--- config.mk ---
export PLATFORM = sky130hd
export DESIGN_NAME = seg_host_port
export DESIGN_NICKNAME = d
export VERILOG_FILES = /design/src/rtl/shp_pkg.sv /design/src/rtl/shp_edge_sync.sv /design/src/rtl/shp_seg_counter.sv /design/src/rtl/shp_cmd_decode.sv /design/src/rtl/seg_host_port.sv
export SDC_FILE = /design/constraint.sdc
export NUM_CORES = 1
export LEC_CHECK = 0
export BUFFER_PORTS_ARGS = -buffer_cell sky130_fd_sc_hd__buf_2
export CAP_MARGIN = 20
export CORE_UTILIZATION = 31
export DETAILED_ROUTE_END_ITERATION = 10
export PLACE_DENSITY = 0.56
export SYNTH_ARGS = -nofsm -noshare
export SYNTH_HDL_FRONTEND = slang
export SYNTH_SLANG_ARGS = --single-unit
--- constraint.sdc ---
create_clock -name clk -period 3.8 [get_ports clk]
set_input_delay 0 -clock clk [delete_from_list [all_inputs] [get_ports clk]]
set_output_delay 0 -clock clk [all_outputs]
set_load 0.005 [all_outputs]
--- src/rtl/shp_pkg.sv ---
package shp_pkg;

    typedef enum logic [2:0] {
        ST_IDLE,
        ST_CMD_WR,
        ST_DAT_WR,
        ST_CMD_RD,
        ST_DAT_RD
    } hp_state_e;

    typedef enum logic [1:0] {
        RES_CMP  = 2'd0,
        RES_MSK1 = 2'd1,
        RES_MSK2 = 2'd2,
        RES_MEM  = 2'd3
    } hp_res_e;

    typedef enum logic [1:0] {
        REG_CTRL  = 2'd0,
        REG_SEGC  = 2'd1,
        REG_ADDR  = 2'd2,
        REG_NFREE = 2'd3
    } hp_reg_e;

    typedef enum logic [1:0] {
        OP_INSTR,
        OP_SRC,
        OP_DST,
        OP_OVR
    } hp_op_e;

    localparam logic [3:0] CODE_SRC = 4'h1;
    localparam logic [3:0] CODE_DST = 4'h2;
    localparam logic [3:0] CODE_OVR = 4'h3;

endpackage

--- src/rtl/shp_edge_sync.sv ---
module shp_edge_sync #(
    parameter int W      = 18,
    parameter int STAGES = 2
) (
    input  logic         clk,
    input  logic         rst_n,
    input  logic         ce_raw,
    input  logic [W-1:0] data_raw,
    output logic [W-1:0] data_s,
    output logic         ce_fall,
    output logic         ce_rise
);

    logic [STAGES-1:0] ce_pipe;
    logic              ce_prev;
    logic [W-1:0]      d_pipe [STAGES];

    always_ff @(posedge clk or negedge rst_n) begin
        if (!rst_n) begin
            ce_pipe <= '1;
            ce_prev <= 1'b1;
            for (int i = 0; i < STAGES; i++) d_pipe[i] <= '0;
        end else begin
            ce_pipe <= {ce_pipe[STAGES-2:0], ce_raw};
            ce_prev <= ce_pipe[STAGES-1];
            d_pipe[0] <= data_raw;
            for (int i = 1; i < STAGES; i++) d_pipe[i] <= d_pipe[i-1];
        end
    end

    assign data_s  = d_pipe[STAGES-1];
    assign ce_fall = ce_prev & ~ce_pipe[STAGES-1];
    assign ce_rise = ~ce_prev & ce_pipe[STAGES-1];

endmodule

--- src/rtl/shp_seg_counter.sv ---
module shp_seg_counter #(
    parameter int N_SEG = 4,
    localparam int CNT_W = $clog2(N_SEG)
) (
    input  logic             clk,
    input  logic             rst_n,
    input  logic             clr,
    input  logic             load,
    input  logic [CNT_W-1:0] load_val,
    input  logic             adv,
    output logic [CNT_W-1:0] cnt
);

    localparam logic [CNT_W-1:0] LAST = CNT_W'(N_SEG - 1);

    always_ff @(posedge clk or negedge rst_n) begin
        if (!rst_n) begin
            cnt <= '0;
        end else if (clr) begin
            cnt <= '0;
        end else if (load) begin
            cnt <= load_val;
        end else if (adv) begin
            cnt <= (cnt == LAST) ? '0 : cnt + 1'b1;
        end
    end

endmodule

--- src/rtl/shp_cmd_decode.sv ---
module shp_cmd_decode
    import shp_pkg::*;
(
    input  logic [3:0] opc,
    input  logic [1:0] sel,
    output hp_op_e     op,
    output hp_res_e    res,
    output hp_reg_e    reg_sel
);

    always_comb begin
        unique case (opc)
            CODE_SRC: op = OP_SRC;
            CODE_DST: op = OP_DST;
            CODE_OVR: op = OP_OVR;
            default:  op = OP_INSTR;
        endcase
        res     = hp_res_e'(sel);
        reg_sel = hp_reg_e'(sel);
    end

endmodule

--- src/rtl/seg_host_port.sv ---
module seg_host_port
    import shp_pkg::*;
#(
    parameter int SEG_W       = 16,
    parameter int N_SEG       = 4,
    parameter int SYNC_STAGES = 2,
    localparam int DATA_W     = SEG_W * N_SEG
) (
    input  logic              clk,
    input  logic              rst_n,
    input  logic              ce_n,
    input  logic              we_n,
    input  logic              cmd_n,
    input  logic [SEG_W-1:0]  dq_in,
    output logic [SEG_W-1:0]  dq_out,
    output logic              dq_oe,
    input  logic [SEG_W-1:0]  status_in,
    input  logic [SEG_W-1:0]  nfree_in,
    input  logic [DATA_W-1:0] mem_rd_data,
    output logic              mem_wr_en,
    output logic [DATA_W-1:0] mem_wr_data,
    output logic [SEG_W-1:0]  mem_addr,
    output logic              cmp_start,
    output logic [DATA_W-1:0] comparand,
    output logic [DATA_W-1:0] mask1,
    output logic [DATA_W-1:0] mask2,
    output logic [SEG_W-1:0]  ctrl_word,
    output logic              instr_valid,
    output logic [SEG_W-1:0]  instr_word
);

    localparam int CNT_W  = $clog2(N_SEG);
    localparam int SYNC_W = SEG_W + 2;
    localparam logic [CNT_W-1:0] LAST = CNT_W'(N_SEG - 1);

    // synchronised bus
    logic [SYNC_W-1:0] bus_s;
    logic              ce_fall, ce_rise;
    logic              s_we_n, s_cmd_n;
    logic [SEG_W-1:0]  s_dq;

    shp_edge_sync #(.W(SYNC_W), .STAGES(SYNC_STAGES)) u_sync (
        .clk      (clk),
        .rst_n    (rst_n),
        .ce_raw   (ce_n),
        .data_raw ({dq_in, cmd_n, we_n}),
        .data_s   (bus_s),
        .ce_fall  (ce_fall),
        .ce_rise  (ce_rise)
    );

    assign s_we_n  = bus_s[0];
    assign s_cmd_n = bus_s[1];
    assign s_dq    = bus_s[SYNC_W-1:2];

    // command decode
    hp_op_e  dec_op;
    hp_res_e dec_res;
    hp_reg_e dec_reg;

    shp_cmd_decode u_dec (
        .opc     (s_dq[SEG_W-1 -: 4]),
        .sel     (s_dq[1:0]),
        .op      (dec_op),
        .res     (dec_res),
        .reg_sel (dec_reg)
    );

    // state
    hp_state_e state_q, state_d;
    hp_res_e   src_sel_q, dst_sel_q;
    logic      ovr_pend_q;
    hp_reg_e   ovr_reg_q;
    logic      cyc_ovr_q;
    hp_reg_e   cyc_reg_q;
    logic [DATA_W-1:0] mem_stage_q;

    logic [CNT_W-1:0] src_cnt, dst_cnt;
    logic entering;
    logic plain_cmd_wr;
    logic src_clr, dst_clr, seg_load, src_adv, dst_adv;

    // next-state
    always_comb begin
        state_d = state_q;
        unique case (state_q)
            ST_IDLE: begin
                if (ce_fall) begin
                    unique case ({s_cmd_n, s_we_n})
                        2'b00: state_d = ST_CMD_WR;
                        2'b10: state_d = ST_DAT_WR;
                        2'b01: state_d = ST_CMD_RD;
                        2'b11: state_d = ST_DAT_RD;
                    endcase
                end
            end
            ST_CMD_WR, ST_DAT_WR, ST_CMD_RD, ST_DAT_RD: begin
                if (ce_rise) state_d = ST_IDLE;
            end
            default: state_d = ST_IDLE;
        endcase
    end

    // state register
    always_ff @(posedge clk or negedge rst_n) begin
        if (!rst_n) state_q <= ST_IDLE;
        else        state_q <= state_d;
    end

    // counter controls
    assign entering     = (state_q == ST_IDLE) && ce_fall;
    assign plain_cmd_wr = entering && (state_d == ST_CMD_WR) && !ovr_pend_q;
    assign src_clr      = plain_cmd_wr && (dec_op == OP_SRC);
    assign dst_clr      = plain_cmd_wr && (dec_op == OP_DST);
    assign seg_load     = entering && (state_d == ST_CMD_WR) && ovr_pend_q
                          && (ovr_reg_q == REG_SEGC);
    assign src_adv      = ce_rise && (state_q == ST_DAT_RD);
    assign dst_adv      = ce_rise && (state_q == ST_DAT_WR);

    shp_seg_counter #(.N_SEG(N_SEG)) u_src_cnt (
        .clk      (clk),
        .rst_n    (rst_n),
        .clr      (src_clr),
        .load     (seg_load),
        .load_val (s_dq[2*CNT_W-1:CNT_W]),
        .adv      (src_adv),
        .cnt      (src_cnt)
    );

    shp_seg_counter #(.N_SEG(N_SEG)) u_dst_cnt (
        .clk      (clk),
        .rst_n    (rst_n),
        .clr      (dst_clr),
        .load     (seg_load),
        .load_val (s_dq[CNT_W-1:0]),
        .adv      (dst_adv),
        .cnt      (dst_cnt)
    );

    function automatic logic [DATA_W-1:0] seg_put(
        input logic [DATA_W-1:0] old,
        input logic [CNT_W-1:0]  idx,
        input logic [SEG_W-1:0]  val
    );
        logic [DATA_W-1:0] r;
        r = old;
        r[int'(idx)*SEG_W +: SEG_W] = val;
        return r;
    endfunction

    logic dst_last;
    assign dst_last = (dst_cnt == LAST);

    // datapath, acting on the fall event
    always_ff @(posedge clk or negedge rst_n) begin
        if (!rst_n) begin
            src_sel_q   <= RES_CMP;
            dst_sel_q   <= RES_CMP;
            ovr_pend_q  <= 1'b0;
            ovr_reg_q   <= REG_CTRL;
            cyc_ovr_q   <= 1'b0;
            cyc_reg_q   <= REG_CTRL;
            comparand   <= '0;
            mask1       <= '0;
            mask2       <= '0;
            mem_stage_q <= '0;
            mem_wr_data <= '0;
            mem_wr_en   <= 1'b0;
            mem_addr    <= '0;
            ctrl_word   <= '0;
            cmp_start   <= 1'b0;
            instr_valid <= 1'b0;
            instr_word  <= '0;
        end else begin
            cmp_start   <= 1'b0;
            mem_wr_en   <= 1'b0;
            instr_valid <= 1'b0;
            if (entering) begin
                cyc_ovr_q <= ovr_pend_q;
                cyc_reg_q <= ovr_reg_q;
                unique case (state_d)
                    ST_CMD_WR: begin
                        if (ovr_pend_q) begin
                            ovr_pend_q <= 1'b0;
                            unique case (ovr_reg_q)
                                REG_CTRL: begin
                                    ctrl_word <= s_dq;
                                    cmp_start <= 1'b1;
                                end
                                REG_ADDR:  mem_addr <= s_dq;
                                REG_SEGC:  ;
                                REG_NFREE: ;
                            endcase
                        end else begin
                            unique case (dec_op)
                                OP_SRC: src_sel_q <= dec_res;
                                OP_DST: dst_sel_q <= dec_res;
                                OP_OVR: begin
                                    ovr_pend_q <= 1'b1;
                                    ovr_reg_q  <= dec_reg;
                                end
                                OP_INSTR: begin
                                    instr_valid <= 1'b1;
                                    instr_word  <= s_dq;
                                end
                            endcase
                        end
                    end
                    ST_DAT_WR: begin
                        unique case (dst_sel_q)
                            RES_CMP: begin
                                comparand <= seg_put(comparand, dst_cnt, s_dq);
                                if (dst_last) cmp_start <= 1'b1;
                            end
                            RES_MSK1: begin
                                mask1 <= seg_put(mask1, dst_cnt, s_dq);
                                if (dst_last) cmp_start <= 1'b1;
                            end
                            RES_MSK2: begin
                                mask2 <= seg_put(mask2, dst_cnt, s_dq);
                                if (dst_last) cmp_start <= 1'b1;
                            end
                            RES_MEM: begin
                                mem_stage_q <= seg_put(mem_stage_q, dst_cnt, s_dq);
                                if (dst_last) begin
                                    mem_wr_en   <= 1'b1;
                                    mem_wr_data <= seg_put(mem_stage_q, dst_cnt, s_dq);
                                end
                            end
                        endcase
                    end
                    ST_CMD_RD: begin
                        if (ovr_pend_q) ovr_pend_q <= 1'b0;
                    end
                    default: ;
                endcase
            end
        end
    end

    // outputs
    logic [DATA_W-1:0] src_word;
    logic [SEG_W-1:0]  reg_word;

    always_comb begin
        unique case (src_sel_q)
            RES_CMP:  src_word = comparand;
            RES_MSK1: src_word = mask1;
            RES_MSK2: src_word = mask2;
            RES_MEM:  src_word = mem_rd_data;
        endcase
        unique case (cyc_reg_q)
            REG_CTRL:  reg_word = ctrl_word;
            REG_SEGC:  reg_word = SEG_W'({src_cnt, dst_cnt});
            REG_ADDR:  reg_word = mem_addr;
            REG_NFREE: reg_word = nfree_in;
        endcase
        dq_oe  = 1'b0;
        dq_out = '0;
        unique case (state_q)
            ST_CMD_RD: begin
                dq_oe  = !ce_n;
                dq_out = cyc_ovr_q ? reg_word : status_in;
            end
            ST_DAT_RD: begin
                dq_oe  = !ce_n;
                dq_out = src_word[int'(src_cnt)*SEG_W +: SEG_W];
            end
            default: ;
        endcase
    end

endmodule

==> results of run 1 <==
-- cell type report --
type,count,area [um2],area share (%)
sequential,411,10300,43.1
multi-input combinational,945,8030,33.6
timing repair buffer,526,2980,12.5
clock buffer,68,1420,5.94
tap,773,967,4.05
clock inverter,10,133,0.555
inverter,12,45.0,0.189
antenna,2,5.00,0.0210
-- worst max-delay path, cell delays in order (launching register included) --
cell	delay [ns]
dfrtp_4	0.75
nor2b_4	0.66
buf_12	0.24
buf_4	0.31
a22oi_1	0.25
a211oi_1	0.29
a31oi_1	0.07
o211ai_1	0.12
buf_2	0.18
-- logic make-up after synthesis --
kind of cell / count (synthesis) / synth area share (%)
xor+xnor: 1 / 0.0467
compound gates: 316 / 11.8
fa+ha+maj: 8 / 0.533
simple gates: 259 / 7.38
mux: 361 / 22.7
flops: 411 / 54.8
buf+inv: 124 / 2.68
-- worst paths after layout --
path	startpoint	end	slack, ns
worst max-delay path	src_sel_q[1]	dq_out[15]	0.29
worst min-delay path	rst_n	u_sync.d_pipe[21]	0.06
worst max register to register	state_q[2]	mask1[33]	0.46
worst min register to register	u_sync.d_pipe[21]	u_sync.data_s[3]	0.35
max in group asynchronous	rst_n	u_sync.d_pipe[27]	2.47
min in group clk	dq_in[6]	u_sync.d_pipe[26]	0.06
-- per-stage QoR --
step | utilization [%] | hold slack (ns) | power (mW)
floorplan | - | -0.296 | 6.47
global placement | 37.2 | 0.108 | 7.93
detailed placement | 37.2 | 0.109 | 7.98
CTS | 40.1 | 0.0140 | 12.6
global route | 40.1 | 0.0284 | 13.1
finish | 40.2 | 0.0552 | 12.5
-- power by group --
group	switching [mW]	internal [mW]	total, mW
clock	1.83	2.77	4.60
sequential	0.447	4.64	5.09
combinational	1.72	1.12	2.84
total	4.00	8.53	12.5
-- per-layer routing --
layer / track usage (%) / vias to the layer above
met3: 5.80 / 120
met1: 32.7 / 7682
met5: 0 / -
met4: 7.78 / 4
met2: 37.9 / 664
li1: - / 6410
-- flip-flops by register name (all words and copies together), names as in the netlist, 2 cells and up --
name            cells
mask1              64
mem_wr_data        64
u_sync.data_s      18
ovr_reg_q           2
mask2              64
comparand          64
u_src_cnt.cnt       2
u_sync.ce_pipe      2
src_sel_q           2
instr_word         16
cyc_reg_q           2
dst_sel_q           2
state_q             3
u_sync.d_pipe      18
mem_addr           16
mem_stage_q        48
ctrl_word          16
u_dst_cnt.cnt       2
-- layout by cell type, fill, tap and decap left out, drive strengths merged, types with 17 or more instances in the layout --
cell,n
and2,59
dfrtp,408
o21ai,68
dlygate4sd3,20
mux4,24
clkbuf,68
mux2i,53
a22o,51
a211oi,17
a221oi,29
a21oi,36
buf,506
mux2,284
nand2,102
o211ai,18
nor2b,20
a22oi,28
==> results.json, run 1 <==
{
  "grt_max_degree": 125,
  "drt-total-wl_mm": 75.2,
  "synth_commonest_cells": "408 x dfrtp_1, 284 x mux2_2, 100 x nand2_1",
  "io_buffer_count": 440,
  "drc": 0,
  "insertion_delay_ns": 0.59,
  "cts_setup_buffers": 0,
  "worst_pin_slew_ns": 1.12,
  "cts_buffers": 47,
  "dpl.hpwl_mm": 57.2,
  "viasPerCell": 5.42,
  "yosysWarningCount": 0,
  "path_clk_slew_ns": 0.06,
  "grtUsageTotal_pct": 24.1,
  "routed-wl-met3_mm": 6.08,
  "synth_fp_nets": 1605,
  "hp-class": "in2async",
  "final_cell_area_um2": 23900,
  "ys_async_sr_fraction_pct": 100,
  "met2_length_mm": 34.4,
  "wl_per_cell_um": 27.4,
  "overflow": 0,
  "synth_top_area_share_pct": 54.4,
  "powerDensity_nw_per_um2": 525,
  "synth-seq-cells": 411,
  "nets": 2068,
  "cts_root_buf": "clkbuf_16",
  "core-area_um2": 59500,
  "start_kind": "flop",
  "wl_met1_mm": 32.3,
  "htree_levels": 2,
  "skew_ns": 0.0259,
  "synth_edf_count": 0,
  "drt_iter0_drc": 1165,
  "leakage_nw": 12.1,
  "syn2layout_area_growth_pct": 27.2,
  "setup_tns_ns": 0,
  "ff2ff_path_depth": 5,
  "fillers": 5709,
  "worstSetupEndpointType": "output port",
  "synth_top_area_cell": "dfrtp_1",
  "max_slew_margin_pct": 25.2,
  "cts_sinks": 411,
  "finalNonFillerCells": 2747,
  "setup_viol": 0,
  "die_h_um": 248,
  "cp_data_required_time_ns": 3.80,
  "dp_slack_ns": 0.550,
  "num_io_pins": 441,
  "antenna_left": 0,
  "post_cts_resized": 0,
  "num_vias": 14880,
  "drv.max_cap_violation_count": 0,
  "synth_most_common_cell": "dfrtp_1",
  "synth-main-ff-cell": "dfrtp_1",
  "drt_first_pass_iters": 5,
  "maxSlewViolCount": 0,
  "synthesis.area_um2": 18800,
  "fmax_mhz": 285,
  "placed_cell_area_um2": 22100,
  "cts_hold_buffers": 20,
  "die_w_um": 248,
  "setup_slack_ns": 0.293,
  "grt_pass1_vias": 14699,
  "drive_gt1_share_pct": 46.5,
  "placedCellCount": 2647,
  "clockBufferDepth": 3,
  "path_max_fanout": 32,
  "fin_crit_ns": 3.51,
  "antenna_found_initial": 5,
  "place_congestion": 0.896,
  "num_rows": 89,
  "cp.arrival_ns": 3.51,
  "outcome": "finished clean",
  "finalCritPeriodShare_pct": 92.3,
  "synthTopCellsByArea": "dfrtp_1 54%, mux2_2 17%, mux4_2 2.9%, mux2i_1 2.8%, a22o_1 2.4%",
  "cts_tree": "done",
  "grt_pass1_wl_mm": 107,
  "syn_avg_cell_area_um2": 12.7,
  "dieArea_um2": 61600,
  "hold_violations": 0,
  "synth.distinct_cells": 55,
  "initial_utilization_pct": 31.6,
  "rsz0062_at_grt": "false",
  "worst-setup-path-type": "reg2out",
  "synthCells": 1480,
  "top_layer": "met5",
  "ir_worst_vdd_v": 0.000365,
  "seq_area_frac_synth_pct": 54.8
}
No activity file was read; power rests on OpenSTA's default activity.
==> run 2, diff against run 1 <==
clock period = 3.57 ns   (was 3.8 ns; I/O delays follow)
==> run 2 against run 1 <==
  * Worst hold slack improved by 0.0052 ns
  * Via count decreased by 2.0%
  * Combinational power increased by 8.5%
  * Worst setup slack got worse by 0.11 ns
  * Global-route usage decreased by 0.39 points
  * Cell count increased by 0.55%
  * Non-clock buffer count increased by 4
  * Flip-flop and latch count unchanged
  * Critical path depth decreased by 2
  * First-iteration DRC count decreased by 4.5%
  * Count of clock-buffer cells in the layout decreased by 3
  * Largest power group unchanged
  * Highest routed layer is now met4
==> results.json, run 2 (same netlist as run 1, synthesis figures left out) <==
{
  "grtUsageTotal_pct": 23.8,
  "start_kind": "flop",
  "leakage_nw": 12.1,
  "seq_power_share_pct": 39.8,
  "dp_slack_ns": 0.534,
  "intPower_mw": 9.21,
  "fmax_mhz": 295,
  "cp_top_family": "simple AND/OR/NAND/NOR gates",
  "cts_sinks": 411,
  "num_rows": 89,
  "grt_max_degree": 114,
  "num_io_pins": 441,
  "r2r_start": "state_q[2]",
  "setup_tns_ns": 0,
  "dpl.hpwl_mm": 56.3,
  "finalNonFillerCells": 2762,
  "wl_per_cell_um": 26.8,
  "drt-total-wl_mm": 74.0,
  "total_power_mw": 13.5,
  "place_congestion": 0.887,
  "grt_pass1_vias": 14609,
  "fin_crit_ns": 3.38,
  "syn2layout_area_growth_pct": 27.8,
  "setup_slack_ns": 0.185,
  "layout_common_cells": "439 x buf_2, 405 x dfrtp_1, 284 x mux2_2, 100 x nand2_1, 66 x o21ai_0",
  "crit_path_top_delay_cell": "nor2b_4",
  "cp_data_required_time_ns": 3.57,
  "drt_iter0_drc": 1113,
  "num_vias": 14584,
  "htree_levels": 2,
  "reg2reg_setup_slack_ns": 0.49,
  "ff2ff_path_depth": 6,
  "cts_buffers": 46,
  "final_cell_area_um2": 24000,
  "final_common_cell": "buf_2",
  "drc": 0,
  "worstSetupEndpointType": "output port",
  "cts_root_buf": "clkbuf_16",
  "drive_gt1_share_pct": 46.8,
  "path_clk_slew_ns": 0.06,
  "dieArea_um2": 61600,
  "die_h_um": 248,
  "hold_ws_ns": 0.0604,
  "initial_utilization_pct": 31.6,
  "hold_path_end": "u_sync.d_pipe[30]",
  "drv.max_cap_violation_count": 0,
  "min-delay-start": "dq_in[10]",
  "ir_worst_vdd_v": 0.000340,
  "fillers": 5806,
  "max_slew_margin_pct": 23.3,
  "crit_chain": "nor2b_4 -> buf_4 -> a221oi_1 -> a211oi_1 -> or4_1 -> buf_2",
  "placedCellCount": 2651,
  "hold_violations": 0,
  "p_sw_share_pct": 31.8,
  "antenna_found_initial": 5,
  "placed_cell_area_um2": 22200,
  "rsz0062_at_grt": "false",
  "min_delay_path_depth": 2,
  "cp.arrival_ns": 3.38,
  "powerDensity_nw_per_um2": 563,
  "worst-setup-path-type": "reg2out",
  "antenna_left": 0,
  "outcome": "finished clean",
  "overflow": 0,
  "drt_first_pass_iters": 5,
  "clockBufferDepth": 3,
  "slowest_delay_ns": 0.67,
  "skew_ns": 0.0223,
  "viasPerCell": 5.28,
  "nets": 2071,
  "io_buffer_count": 440,
  "switchingPower_mw": 4.29,
  "core-area_um2": 59500,
  "setup_viol": 0,
  "insertion_delay_ns": 0.58,
  "worst_r2r_endpoint": "mask2[61]",
  "finalCritPeriodShare_pct": 94.8,
  "path_max_fanout": 22,
  "hp-class": "in2reg",
  "combPwrFrac_pct": 22.8,
  "worst-path-buf-inv": 2,
  "worst_pin_slew_ns": 1.14,
  "grt_pass1_wl_mm": 105,
  "post-route-util_pct": 40.3,
  "clockPowerShare_pct": 37.4,
  "die_w_um": 248,
  "maxSlewViolCount": 0,
  "cts_tree": "done"
}
run 2: final cells by class:
type / instances / area [um2] / area share (%)
sequential: 411 / 10300 / 42.9
multi-input combinational: 945 / 8030 / 33.5
timing repair buffer: 530 / 3010 / 12.6
clock buffer: 65 / 1390 / 5.78
tap: 773 / 967 / 4.03
clock inverter: 19 / 235 / 0.980
inverter: 12 / 45.0 / 0.188
antenna: 7 / 17.5 / 0.0730
run 2: metal layers:
layer	part of all wire, %	global-route usage, %	vias up	wire [um]
met4	2.8	7.23	0	2070
met1	44	33.2	7488	32700
li1	-	-	6420	-
met5	0	0	-	0
met2	46	37.2	586	34000
met3	7.0	4.51	90	5190
run 2: repair_timing:
action | 4_1_cts | 5_1_grt
hold endpoints to repair | 101 | 0
hold buffers | 20 | 0
buffers inserted | 0 | 0
gates resized for setup | 0 | 0
run 2: worst max-delay path by stage:
stage                         from              end  slack, ns  cells past startpoint
CTS                   src_sel_q[1]        dq_out[0]       0.16                      7
finish                src_sel_q[1]        dq_out[5]       0.19                      6
floorplan               state_q[2]  mem_wr_data[19]       0.74                     11
global route          src_sel_q[1]        dq_out[0]       0.12                      7
detailed placement  u_sync.ce_prev        mask2[59]       0.53                      6
global placement    u_sync.ce_prev        mask2[61]       0.60                      6
run 2: power by group through the flow:
| stage | logic, mW | registers (mW) | clock network (mW) |
|---|---|---|---|
| 5_1_grt | 3.29 | 5.40 | 5.36 |
| 3_3_place_gp | 3.06 | 5.43 | 0 |
| 6_report | 3.08 | 5.37 | 5.05 |
| 2_1_floorplan | 1.69 | 5.20 | 0 |
| 4_1_cts | 3.11 | 5.37 | 5.16 |
| 3_5_place_dp | 3.08 | 5.45 | 0 |
==> run 3, diff against run 2 <==
==> constraint.sdc (replaced) <==
create_clock -name clk -period 3.57 [get_ports clk]
set_input_delay 0.357 -clock clk [delete_from_list [all_inputs] [get_ports clk]]
set_output_delay 0.357 -clock clk [all_outputs]
set_load 0.005 [all_outputs]
==> run 3 against run 2 <==
  * Utilization barely moved
  * Cell count is 0.11% lower
  * Register-to-register slack worse by 0.12 ns
  * Largest cell class unchanged
==> results.json, run 3 (same netlist as run 1, synthesis figures left out) <==
{
  "ir_worst_vdd_v": 0.000420,
  "reg2reg_setup_slack_ns": 0.37,
  "nets": 2071,
  "overflow": 0,
  "drt_iter0_drc": 1123,
  "grt_max_degree": 122,
  "worst-setup-path-type": "reg2out",
  "path_clk_slew_ns": 0.06,
  "hold_ws_ns": 0.293,
  "cts_tree": "done",
  "clockBufferDepth": 3,
  "fin_crit_ns": 3.42,
  "cts_sinks": 411,
  "path_max_fanout": 17,
  "drt-total-wl_mm": 75.9,
  "skew_ns": 0.0144,
  "dpl.hpwl_mm": 56.8,
  "antenna_left": 0,
  "crit_path_top_delay_cell": "dfrtp_2",
  "grt_pass1_vias": 14752,
  "htree_levels": 2,
  "cts_root_buf": "clkbuf_16",
  "worstSetupEndpointType": "output port",
  "setup_viol": 0,
  "dieArea_um2": 61600,
  "multiInputGateArea_um2": 8060,
  "ff_latch_area_um2": 10300,
  "fmax_mhz": 292,
  "slowest_delay_ns": 0.75,
  "dp_slack_ns": 0.323,
  "worst_r2r_endpoint": "mem_stage_q[36]",
  "grtUsageTotal_pct": 24.2,
  "final_common_cell": "buf_2",
  "worst_pin_slew_ns": 1.07,
  "cp.arrival_ns": 3.06,
  "start_kind": "flop",
  "crit_chain": "buf_12 -> mux4_2 -> mux4_2 -> nand2_1 -> o21ai_0 -> buf_2",
  "hp-class": "in2async",
  "core-area_um2": 59500,
  "drc": 0,
  "cp_data_required_time_ns": 3.21,
  "cp_common_cell": "mux4_2",
  "wl_per_cell_um": 27.5,
  "drv.max_cap_violation_count": 0,
  "place_congestion": 0.921,
  "drive_gt1_share_pct": 46.7,
  "leakage_nw": 12.1,
  "finalCritPeriodShare_pct": 95.8,
  "drt_first_pass_iters": 5,
  "antenna_found_initial": 7,
  "ff2ff_path_depth": 6,
  "maxSlewViolCount": 0,
  "grt_pass1_wl_mm": 106,
  "layout_common_cells": "439 x buf_2, 405 x dfrtp_1, 284 x mux2_2, 100 x nand2_1, 66 x o21ai_0",
  "io_buffer_count": 440,
  "syn2layout_area_growth_pct": 27.7,
  "num_io_pins": 441,
  "cp-startpoint": "src_sel_q[0]",
  "num_vias": 14734,
  "rsz0062_at_grt": "false",
  "insertion_delay_ns": 0.58,
  "setup_slack_ns": 0.148,
  "die_h_um": 248,
  "r2r_start": "u_sync.ce_prev",
  "die_w_um": 248,
  "viasPerCell": 5.34,
  "powerDensity_nw_per_um2": 561,
  "initial_utilization_pct": 31.6,
  "num_rows": 89,
  "cts_buffers": 47,
  "setup_tns_ns": 0,
  "hold_violations": 0,
  "outcome": "finished clean",
  "max_slew_margin_pct": 28.2,
  "fillers": 5764
}
-- run 3: changes by cell type in the layout (fill, tap and decap cells not counted), sizes merged --
| cell | before | now |
|---|---|---|
| buf | 510 | 509 |
| bufinv | 5 | 4 |
| clkbuf | 65 | 66 |
| clkinv | 11 | 13 |
| clkinvlp | 3 | 2 |
| diode | 7 | 5 |
| inv | 12 | 11 |
-- run 3: through the flow --
| stage | std cells | instance area [um2] | power (mW) | utilization (%) |
|---|---|---|---|---|
| 2_1_floorplan | 1480 | 18800 | 6.89 | - |
| 3_3_place_gp | 2649 | 22100 | 8.51 | 37.2 |
| 3_5_place_dp | 2649 | 22100 | 8.55 | 37.2 |
| 4_1_cts | 2754 | 24000 | 13.6 | 40.3 |
| 5_1_grt | 2754 | 24000 | 14.0 | 40.3 |
| 6_report | 2759 | 24000 | 13.5 | 40.3 |
-- run 3: worst max path at each step --
| stage | endpoint | slack, ns |
|---|---|---|
| after CTS | dq_out[10] | 0.05 |
| after global placement | dq_out[10] | 0.34 |
| final | dq_out[12] | 0.15 |
| after global routing | dq_out[9] | 0.02 |
| after detailed placement | dq_out[10] | 0.32 |
| after floorplan | mem_wr_data[19] | 0.74 |
-- run 3: report_power, final --
| group | switching (mW) | total, mW | internal [mW] |
|---|---|---|---|
| clock network | 1.98 | 4.94 | 2.96 |
| registers | 0.463 | 5.40 | 4.94 |
| logic | 1.89 | 3.12 | 1.24 |
| total | 4.33 | 13.5 | 9.13 |
-- run 3: routing by layer --
metal	track usage, %	share of wire, %	wire, um
met1	33.0	44	33100
met2	38.4	46	35200
met3	5.55	7.4	5580
met4	6.99	2.7	2020
met5	0	0.051	39
-- run 3: cell type report --
type,instances,area share (%)
flip-flops and latches,411,42.9
multi-input cells,945,33.6
repair buffers,529,12.6
clock buffers,66,5.71
well taps,773,4.03
clock inverters,18,0.845
inverters,12,0.188
diodes,5,0.0522
-- run 3: worst max-delay path, delay by kind of cell, from the launching register on --
kind            cells  cell delay (ns)
buf+inv             2             0.39
simple gates        1             0.15
flops               1             0.75
compound gates      1             0.11
mux                 2             1.07
-- run 3: timing repair --
item | in CTS | in global routing
setup buffers | 1 | 0
hold endpoints to repair | 58 | 0
endpoints found under the setup margin | 4 | 1
hold buffers | 20 | 0
resized for setup | 3 | 2
